$ cat src/rtl/spi_irq_pkg.sv
package spi_irq_pkg;
   localparam int ERR_N = 5;
   localparam int EVT_N = 6;

   typedef enum int {
      ERR_CMDBUSY  = 0,
      ERR_TXOVF    = 1,
      ERR_RXUNF    = 2,
      ERR_CMDBAD   = 3,
      ERR_CSBAD    = 4
   } err_bit_e;

   typedef enum int {
      EV_RXFULL  = 0,
      EV_TXEMPTY = 1,
      EV_RXWM    = 2,
      EV_TXWM    = 3,
      EV_READY   = 4,
      EV_IDLE    = 5
   } evt_bit_e;

   typedef enum logic [1:0] {
      SPD_SINGLE = 2'd0,
      SPD_DUAL   = 2'd1,
      SPD_QUAD   = 2'd2,
      SPD_RSVD   = 2'd3
   } speed_e;

   typedef enum logic [1:0] {
      DIR_DUMMY = 2'd0,
      DIR_RX    = 2'd1,
      DIR_TX    = 2'd2,
      DIR_BIDIR = 2'd3
   } dir_e;

   function automatic logic cmd_fields_bad(input logic [1:0] spd, input logic [1:0] dir);
      return (spd == SPD_RSVD) || ((dir == DIR_BIDIR) && (spd != SPD_SINGLE));
   endfunction
endpackage

$ cat src/rtl/spi_irq_mask_reg.sv
module spi_irq_mask_reg #(
   parameter int W = 6
) (
   input  logic         clk_i,
   input  logic         rst_ni,
   input  logic         wr_i,
   input  logic         set_i,
   input  logic [W-1:0] sel_i,
   output logic [W-1:0] mask_o
);
   generate
      if (W < 1) begin : g_bad_w
         $error("mask width must be at least 1");
      end
   endgenerate

   for (genvar b = 0; b < W; b++) begin : g_bit
      always_ff @(posedge clk_i or negedge rst_ni) begin
         if (!rst_ni) begin
            mask_o[b] <= 1'b0;
         end else if (wr_i && sel_i[b]) begin
            mask_o[b] <= set_i;
         end
      end
   end
endmodule

$ cat src/rtl/spi_irq_err_unit.sv
module spi_irq_err_unit
   import spi_irq_pkg::*;
#(
   parameter int NUM_CS = 2,
   parameter int CSID_W = 2
) (
   input  logic              clk_i,
   input  logic              rst_ni,
   input  logic              cmd_wr_i,
   input  logic [1:0]        cmd_speed_i,
   input  logic [1:0]        cmd_dir_i,
   input  logic [CSID_W-1:0] cmd_csid_i,
   input  logic              tx_wr_i,
   input  logic              tx_full_i,
   input  logic              rx_rd_i,
   input  logic              rx_empty_i,
   input  logic              engine_ready_i,
   input  logic [ERR_N-1:0]  ack_i,
   output logic [ERR_N-1:0]  status_o,
   output logic              host_ready_o,
   output logic              cmd_issue_o
);
   logic [ERR_N-1:0] detect;
   logic             halted;
   logic             fields_bad;
   logic             csid_bad;

   assign halted       = |status_o;
   assign host_ready_o = engine_ready_i & ~halted;
   assign fields_bad   = cmd_fields_bad(cmd_speed_i, cmd_dir_i);
   assign csid_bad     = (32'(cmd_csid_i) >= 32'(NUM_CS));

   always_comb begin
      detect               = '0;
      detect[ERR_CMDBUSY]  = cmd_wr_i & ~host_ready_o;
      detect[ERR_TXOVF]    = tx_wr_i & tx_full_i;
      detect[ERR_RXUNF]    = rx_rd_i & rx_empty_i;
      detect[ERR_CMDBAD]   = cmd_wr_i & fields_bad;
      detect[ERR_CSBAD]    = cmd_wr_i & csid_bad;
   end

   assign cmd_issue_o = cmd_wr_i & host_ready_o & ~fields_bad & ~csid_bad;

   for (genvar e = 0; e < ERR_N; e++) begin : g_flag
      always_ff @(posedge clk_i or negedge rst_ni) begin
         if (!rst_ni) begin
            status_o[e] <= 1'b0;
         end else begin
            status_o[e] <= (status_o[e] & ~ack_i[e]) | detect[e];
         end
      end
   end
endmodule

$ cat src/rtl/spi_irq_evt_unit.sv
module spi_irq_evt_unit
   import spi_irq_pkg::*;
#(
   parameter int FIFO_DEPTH   = 16,
   parameter bit RX_WM_STRICT = 1'b0,
   localparam int DW          = $clog2(FIFO_DEPTH + 1)
) (
   input  logic             clk_i,
   input  logic             rst_ni,
   input  logic             tx_empty_i,
   input  logic             rx_full_i,
   input  logic [DW-1:0]    tx_depth_i,
   input  logic [DW-1:0]    rx_depth_i,
   input  logic             host_ready_i,
   input  logic             engine_active_i,
   input  logic             wm_tx_wr_i,
   input  logic             wm_rx_wr_i,
   input  logic [DW-1:0]    wm_val_i,
   output logic [DW-1:0]    tx_wm_o,
   output logic [DW-1:0]    rx_wm_o,
   output logic [EVT_N-1:0] cond_o
);
   localparam logic [DW-1:0] DEPTH_MAX = DW'(FIFO_DEPTH);
   logic wm_in_range;
   logic rx_above;

   assign wm_in_range = (wm_val_i <= DEPTH_MAX);

   always_ff @(posedge clk_i or negedge rst_ni) begin
      if (!rst_ni) begin
         tx_wm_o <= '0;
         rx_wm_o <= DW'(1);
      end else begin
         if (wm_tx_wr_i && wm_in_range) tx_wm_o <= wm_val_i;
         if (wm_rx_wr_i && wm_in_range) rx_wm_o <= wm_val_i;
      end
   end

   generate
      if (RX_WM_STRICT) begin : g_rx_gt
         assign rx_above = (rx_depth_i > rx_wm_o);
      end else begin : g_rx_ge
         assign rx_above = (rx_depth_i >= rx_wm_o);
      end
   endgenerate

   always_comb begin
      cond_o             = '0;
      cond_o[EV_RXFULL]  = rx_full_i;
      cond_o[EV_TXEMPTY] = tx_empty_i;
      cond_o[EV_RXWM]    = rx_above;
      cond_o[EV_TXWM]    = (tx_depth_i < tx_wm_o);
      cond_o[EV_READY]   = host_ready_i;
      cond_o[EV_IDLE]    = ~engine_active_i;
   end
endmodule

$ cat src/rtl/spi_irq_ctrl.sv
module spi_irq_ctrl
   import spi_irq_pkg::*;
#(
   parameter int NUM_CS       = 2,
   parameter int CSID_W       = 2,
   parameter int FIFO_DEPTH   = 16,
   parameter bit RX_WM_STRICT = 1'b0,
   localparam int DW          = $clog2(FIFO_DEPTH + 1)
) (
   input  logic              clk_i,
   input  logic              rst_ni,
   input  logic              cmd_wr_i,
   input  logic [1:0]        cmd_speed_i,
   input  logic [1:0]        cmd_dir_i,
   input  logic [CSID_W-1:0] cmd_csid_i,
   input  logic              tx_wr_i,
   input  logic              rx_rd_i,
   input  logic              tx_full_i,
   input  logic              tx_empty_i,
   input  logic              rx_full_i,
   input  logic              rx_empty_i,
   input  logic [DW-1:0]     tx_depth_i,
   input  logic [DW-1:0]     rx_depth_i,
   input  logic              engine_ready_i,
   input  logic              engine_active_i,
   input  logic              wm_tx_wr_i,
   input  logic              wm_rx_wr_i,
   input  logic [DW-1:0]     wm_val_i,
   input  logic              err_mask_wr_i,
   input  logic              evt_mask_wr_i,
   input  logic              mask_set_i,
   input  logic [5:0]        mask_sel_i,
   input  logic              err_glb_en_i,
   input  logic              evt_glb_en_i,
   input  logic [4:0]        err_ack_i,
   output logic [4:0]        err_status_o,
   output logic [4:0]        err_mask_o,
   output logic [5:0]        evt_mask_o,
   output logic [5:0]        evt_cond_o,
   output logic [DW-1:0]     tx_wm_o,
   output logic [DW-1:0]     rx_wm_o,
   output logic              host_ready_o,
   output logic              cmd_issue_o,
   output logic              err_irq_o,
   output logic              evt_irq_o
);
   generate
      if (NUM_CS < 1 || NUM_CS > (1 << CSID_W)) begin : g_bad_cs
         $error("NUM_CS must lie in 1 .. 2**CSID_W");
      end
      if (FIFO_DEPTH < 1) begin : g_bad_depth
         $error("FIFO_DEPTH must be at least 1");
      end
      if (ERR_N != 5 || EVT_N != 6) begin : g_bad_pkg
         $error("port widths assume 5 error and 6 event conditions");
      end
   endgenerate

   spi_irq_err_unit #(
      .NUM_CS (NUM_CS),
      .CSID_W (CSID_W)
   ) u_err (
      .clk_i          (clk_i),
      .rst_ni         (rst_ni),
      .cmd_wr_i       (cmd_wr_i),
      .cmd_speed_i    (cmd_speed_i),
      .cmd_dir_i      (cmd_dir_i),
      .cmd_csid_i     (cmd_csid_i),
      .tx_wr_i        (tx_wr_i),
      .tx_full_i      (tx_full_i),
      .rx_rd_i        (rx_rd_i),
      .rx_empty_i     (rx_empty_i),
      .engine_ready_i (engine_ready_i),
      .ack_i          (err_ack_i),
      .status_o       (err_status_o),
      .host_ready_o   (host_ready_o),
      .cmd_issue_o    (cmd_issue_o)
   );

   spi_irq_evt_unit #(
      .FIFO_DEPTH   (FIFO_DEPTH),
      .RX_WM_STRICT (RX_WM_STRICT)
   ) u_evt (
      .clk_i           (clk_i),
      .rst_ni          (rst_ni),
      .tx_empty_i      (tx_empty_i),
      .rx_full_i       (rx_full_i),
      .tx_depth_i      (tx_depth_i),
      .rx_depth_i      (rx_depth_i),
      .host_ready_i    (host_ready_o),
      .engine_active_i (engine_active_i),
      .wm_tx_wr_i      (wm_tx_wr_i),
      .wm_rx_wr_i      (wm_rx_wr_i),
      .wm_val_i        (wm_val_i),
      .tx_wm_o         (tx_wm_o),
      .rx_wm_o         (rx_wm_o),
      .cond_o          (evt_cond_o)
   );

   spi_irq_mask_reg #(.W(ERR_N)) u_err_mask (
      .clk_i  (clk_i),
      .rst_ni (rst_ni),
      .wr_i   (err_mask_wr_i),
      .set_i  (mask_set_i),
      .sel_i  (mask_sel_i[ERR_N-1:0]),
      .mask_o (err_mask_o)
   );

   spi_irq_mask_reg #(.W(EVT_N)) u_evt_mask (
      .clk_i  (clk_i),
      .rst_ni (rst_ni),
      .wr_i   (evt_mask_wr_i),
      .set_i  (mask_set_i),
      .sel_i  (mask_sel_i),
      .mask_o (evt_mask_o)
   );

   assign err_irq_o = err_glb_en_i & |(err_status_o & err_mask_o);
   assign evt_irq_o = evt_glb_en_i & |(evt_cond_o & evt_mask_o);
endmodule

$ cat config.mk
export PLATFORM = sky130hd
export DESIGN_NAME = spi_irq_ctrl
export DESIGN_NICKNAME = d
export VERILOG_FILES = /design/src/rtl/spi_irq_pkg.sv /design/src/rtl/spi_irq_mask_reg.sv /design/src/rtl/spi_irq_err_unit.sv /design/src/rtl/spi_irq_evt_unit.sv /design/src/rtl/spi_irq_ctrl.sv
export SDC_FILE = /design/constraint.sdc
export NUM_CORES = 1
export LEC_CHECK = 0
export ABC_CLOCK_PERIOD_IN_PS = 4100
export CORE_MARGIN = 2
export CORE_UTILIZATION = 35
export DETAILED_ROUTE_END_ITERATION = 12
export PLACE_DENSITY_LB_ADDON = 0.05
export SLEW_MARGIN = 40
export SYNTH_ARGS = -nofsm -noshare
export SYNTH_HDL_FRONTEND = slang
export SYNTH_SLANG_ARGS = --single-unit
$ cat constraint.sdc
create_clock -name clk_i -period 4.1 [get_ports clk_i]
set_clock_uncertainty 0.05 [all_clocks]
set_input_delay 0.41 -clock clk_i [delete_from_list [all_inputs] [get_ports clk_i]]
set_output_delay 0.41 -clock clk_i [all_outputs]
set_load 0.05 [all_outputs]
==> results.cfg <==
[outcome]
outcome = completed

[final_layout]
area_delta_synth_final_pct = 66.7
fillers = 339
antenna_cells = 0
final-seq-area_um2 = 652
drive_gt1_share_pct = 13.5
multiInputGateArea_um2 = 644
final_cell_area_mm2 = 0.00232
final_nets = 275
stdcell_count = 263

[setup_path]
cp.required_ps = 3640
r2r_end = u_err.status_o[0]
end_kind = output port
crit_arrival_ps = 2540
path_max_fanout = 2
reg2reg_depth = 4
setup.worst_path.start = rx_depth_i[0]
critPathLaunchType = input pin
rrSetupSlack_ps = 2750
reg2reg_from = u_err.status_o[0]
critPathKind = input pin to output port

[clock_network]
cts_tree = done
cts_buffers = 3
htreeDepth = 1
cts_hold_buffers = 0
clkTransAtPathRegs_ps = 90
clk_latency_ps = 260
cts_resized = 0
cts_buffer_depth = 2
post-cts-setup-buffers = 0
clock-root-buffer = clkbuf_8
clkSinkCount = 26

[drt]
drt-pass1-iter-count = 4
num_vias = 1258
vias_per_cell = 4.78
avgRoutedWirePerCell_um = 13.2
drt_wl_total_um = 3470
first_iter_violations = 38
drc = 0
drtAntennaViolNets = 0

[placed_design]
port_buffers = 84
place.gp.congestion = 0.763
post_dp_cell_area_mm2 = 0.00227
hpwl_um = 2970
placed_cells = 259

[floorplanning]
placementRows = 22
fp.coreArea_mm2 = 0.00374
die_h_um = 67.1
die_w_um = 67.1
ioPinCount = 86
die-area_mm2 = 0.00450
initial_core_util_pct = 37.2

[yosys]
synth_area_leaders = dfrtp_1 45%, mux2_2 17%, ha_1 8.1%
syn_nets = 190
synth-seq-cells = 26
yosysUniqueCellTypes = 28
synthTopCellsByCount = 25 x dfrtp_1, 21 x mux2_2, 21 x nand2_1
synth_edf_count = 0
synth_largest_area_cell = dfrtp_1
ys.flop_type = dfrtp_1
avgSynthCellArea_um2 = 10.6
seq_area_frac_synth_pct = 46.8
netlist_area_mm2 = 0.00139
synth_top_area_share_pct = 44.9
synth_warnings = 0
synth_most_common_cell = dfrtp_1
async_reset_ff_share_pct = 100
synthCells = 131

[timing]
hold_viol_final = 0
max_freq_ghz = 0.334
hold_slack_ps = 460
rsz0062_at_grt = false
setup_viol = 0
slew_viol_final = 0
worst_pin_slew_ps = 514
slew_headroom_pct = 65.6
fin_crit_ps = 3000
tns_ps = 0
post-route-period-util_pct = 73.1

[global_route]
grtUsageTotal_pct = 16.1
grt_pass1_wl_um = 5510
grt_pass1_vias = 1299
antenna_found_initial = 0
grt_max_degree = 27
grt_overflow = 0

[pwr]
p_per_area_mw_per_mm2 = 386
leakagePower_nw = 1.02
ir_drop_uv = 199

[worst_hold_path]
hold_path_class = input pin to asynchronous set/reset pin

[flow_run]
maxCapViolations = 0
[worst max path at each step]
stage | end | cells past startpoint
finish | evt_irq_o | 8
CTS | evt_irq_o | 8
global route | evt_irq_o | 8
global placement | evt_irq_o | 6
floorplan | cmd_issue_o | 3
detailed placement | evt_irq_o | 8
[worst max-delay path, stage by stage]
cell	delay (ps)
clkdlybuf4s50_1	450
inv_1	40
ha_1	260
nor2b_1	40
o21ai_0	160
a21boi_0	140
o211ai_1	190
clkdlybuf4s50_1	840
[registers in the layout (all words and copies together) (netlist names)]
register           count
u_err_mask.mask_o      5
u_evt.rx_wm_o          5
u_evt_mask.mask_o      6
u_err.status_o         5
u_evt.tx_wm_o          5
[cell usage in the layout, fill, tap and decap left out]
master / synthesis / final
a222oi_1: 2 / 2
nor4b_1: 1 / 1
a211oi_1: 1 / 1
nand2b_1: 1 / 1
o21ai_0: 6 / 6
nor2_1: 2 / 2
a31oi_1: 1 / 1
a22oi_1: 1 / 1
a21bo_2: 1 / 1
and2_1: 2 / 2
inv_1: 17 / 17
nor4_1: 1 / 1
o211ai_1: 1 / 1
nand4_1: 1 / 1
clkdlybuf4s50_1: 0 / 84
ha_1: 9 / 9
buf_4: 4 / 1
nand3_1: 1 / 1
o31a_1: 1 / 1
mux2_2: 21 / 21
dfstp_2: 1 / 1
nand2_1: 21 / 21
a21boi_0: 2 / 2
o41ai_2: 1 / 1
a21oi_1: 4 / 4
o311ai_0: 1 / 1
clkbuf_8: 0 / 4
dfrtp_1: 25 / 25
nor2b_1: 1 / 1
[layer usage]
metal | share of wire [%] | track usage [%] | wire length, µm
met3 | 9.6 | 4.22 | 333
met2 | 54 | 32.3 | 1860
met1 | 36 | 16.1 | 1250
met5 | 0 | 0 | 0
met4 | 0.58 | 3.83 | 20
[stage by stage]
| stage | setup WS, ps | power [mW] | util, % |
|---|---|---|---|
| final | 1100 | 0.897 | 62.1 |
| after CTS | 1070 | 0.908 | 62.1 |
| after detailed placement | 1080 | 0.747 | 60.6 |
| after floorplan | 860 | 0.578 | - |
| after global routing | 973 | 0.951 | 62.1 |
| after global placement | 1080 | 0.739 | 60.6 |
[report_power, final]
group          internal (mW)  total [mW]  switching [mW]  leakage (nW)
logic                  0.171       0.415           0.244         0.683
clock network         0.0856       0.160          0.0743        0.0288
registers              0.293       0.322          0.0288         0.305
total                  0.550       0.897           0.347          1.02
[logic make-up after synthesis]
kind of cell	share of synthesized area, %
AOI/OAI and AO/OA	11.3
adders and majority gates	8.08
buffers and inverters	7.00
DFF	46.8
muxes	17.0
and+or+nand+nor	9.88
[area by class of cell]
cell class | count | area share (%)
Multi-Input combinational cell | 83 | 27.7
Timing Repair Buffer | 85 | 36.5
Inverter | 17 | 2.75
Clock buffer | 4 | 2.37
Sequential cell | 26 | 28.1
Tap cell | 48 | 2.58
No activity file was read; power rests on OpenSTA's default activity.
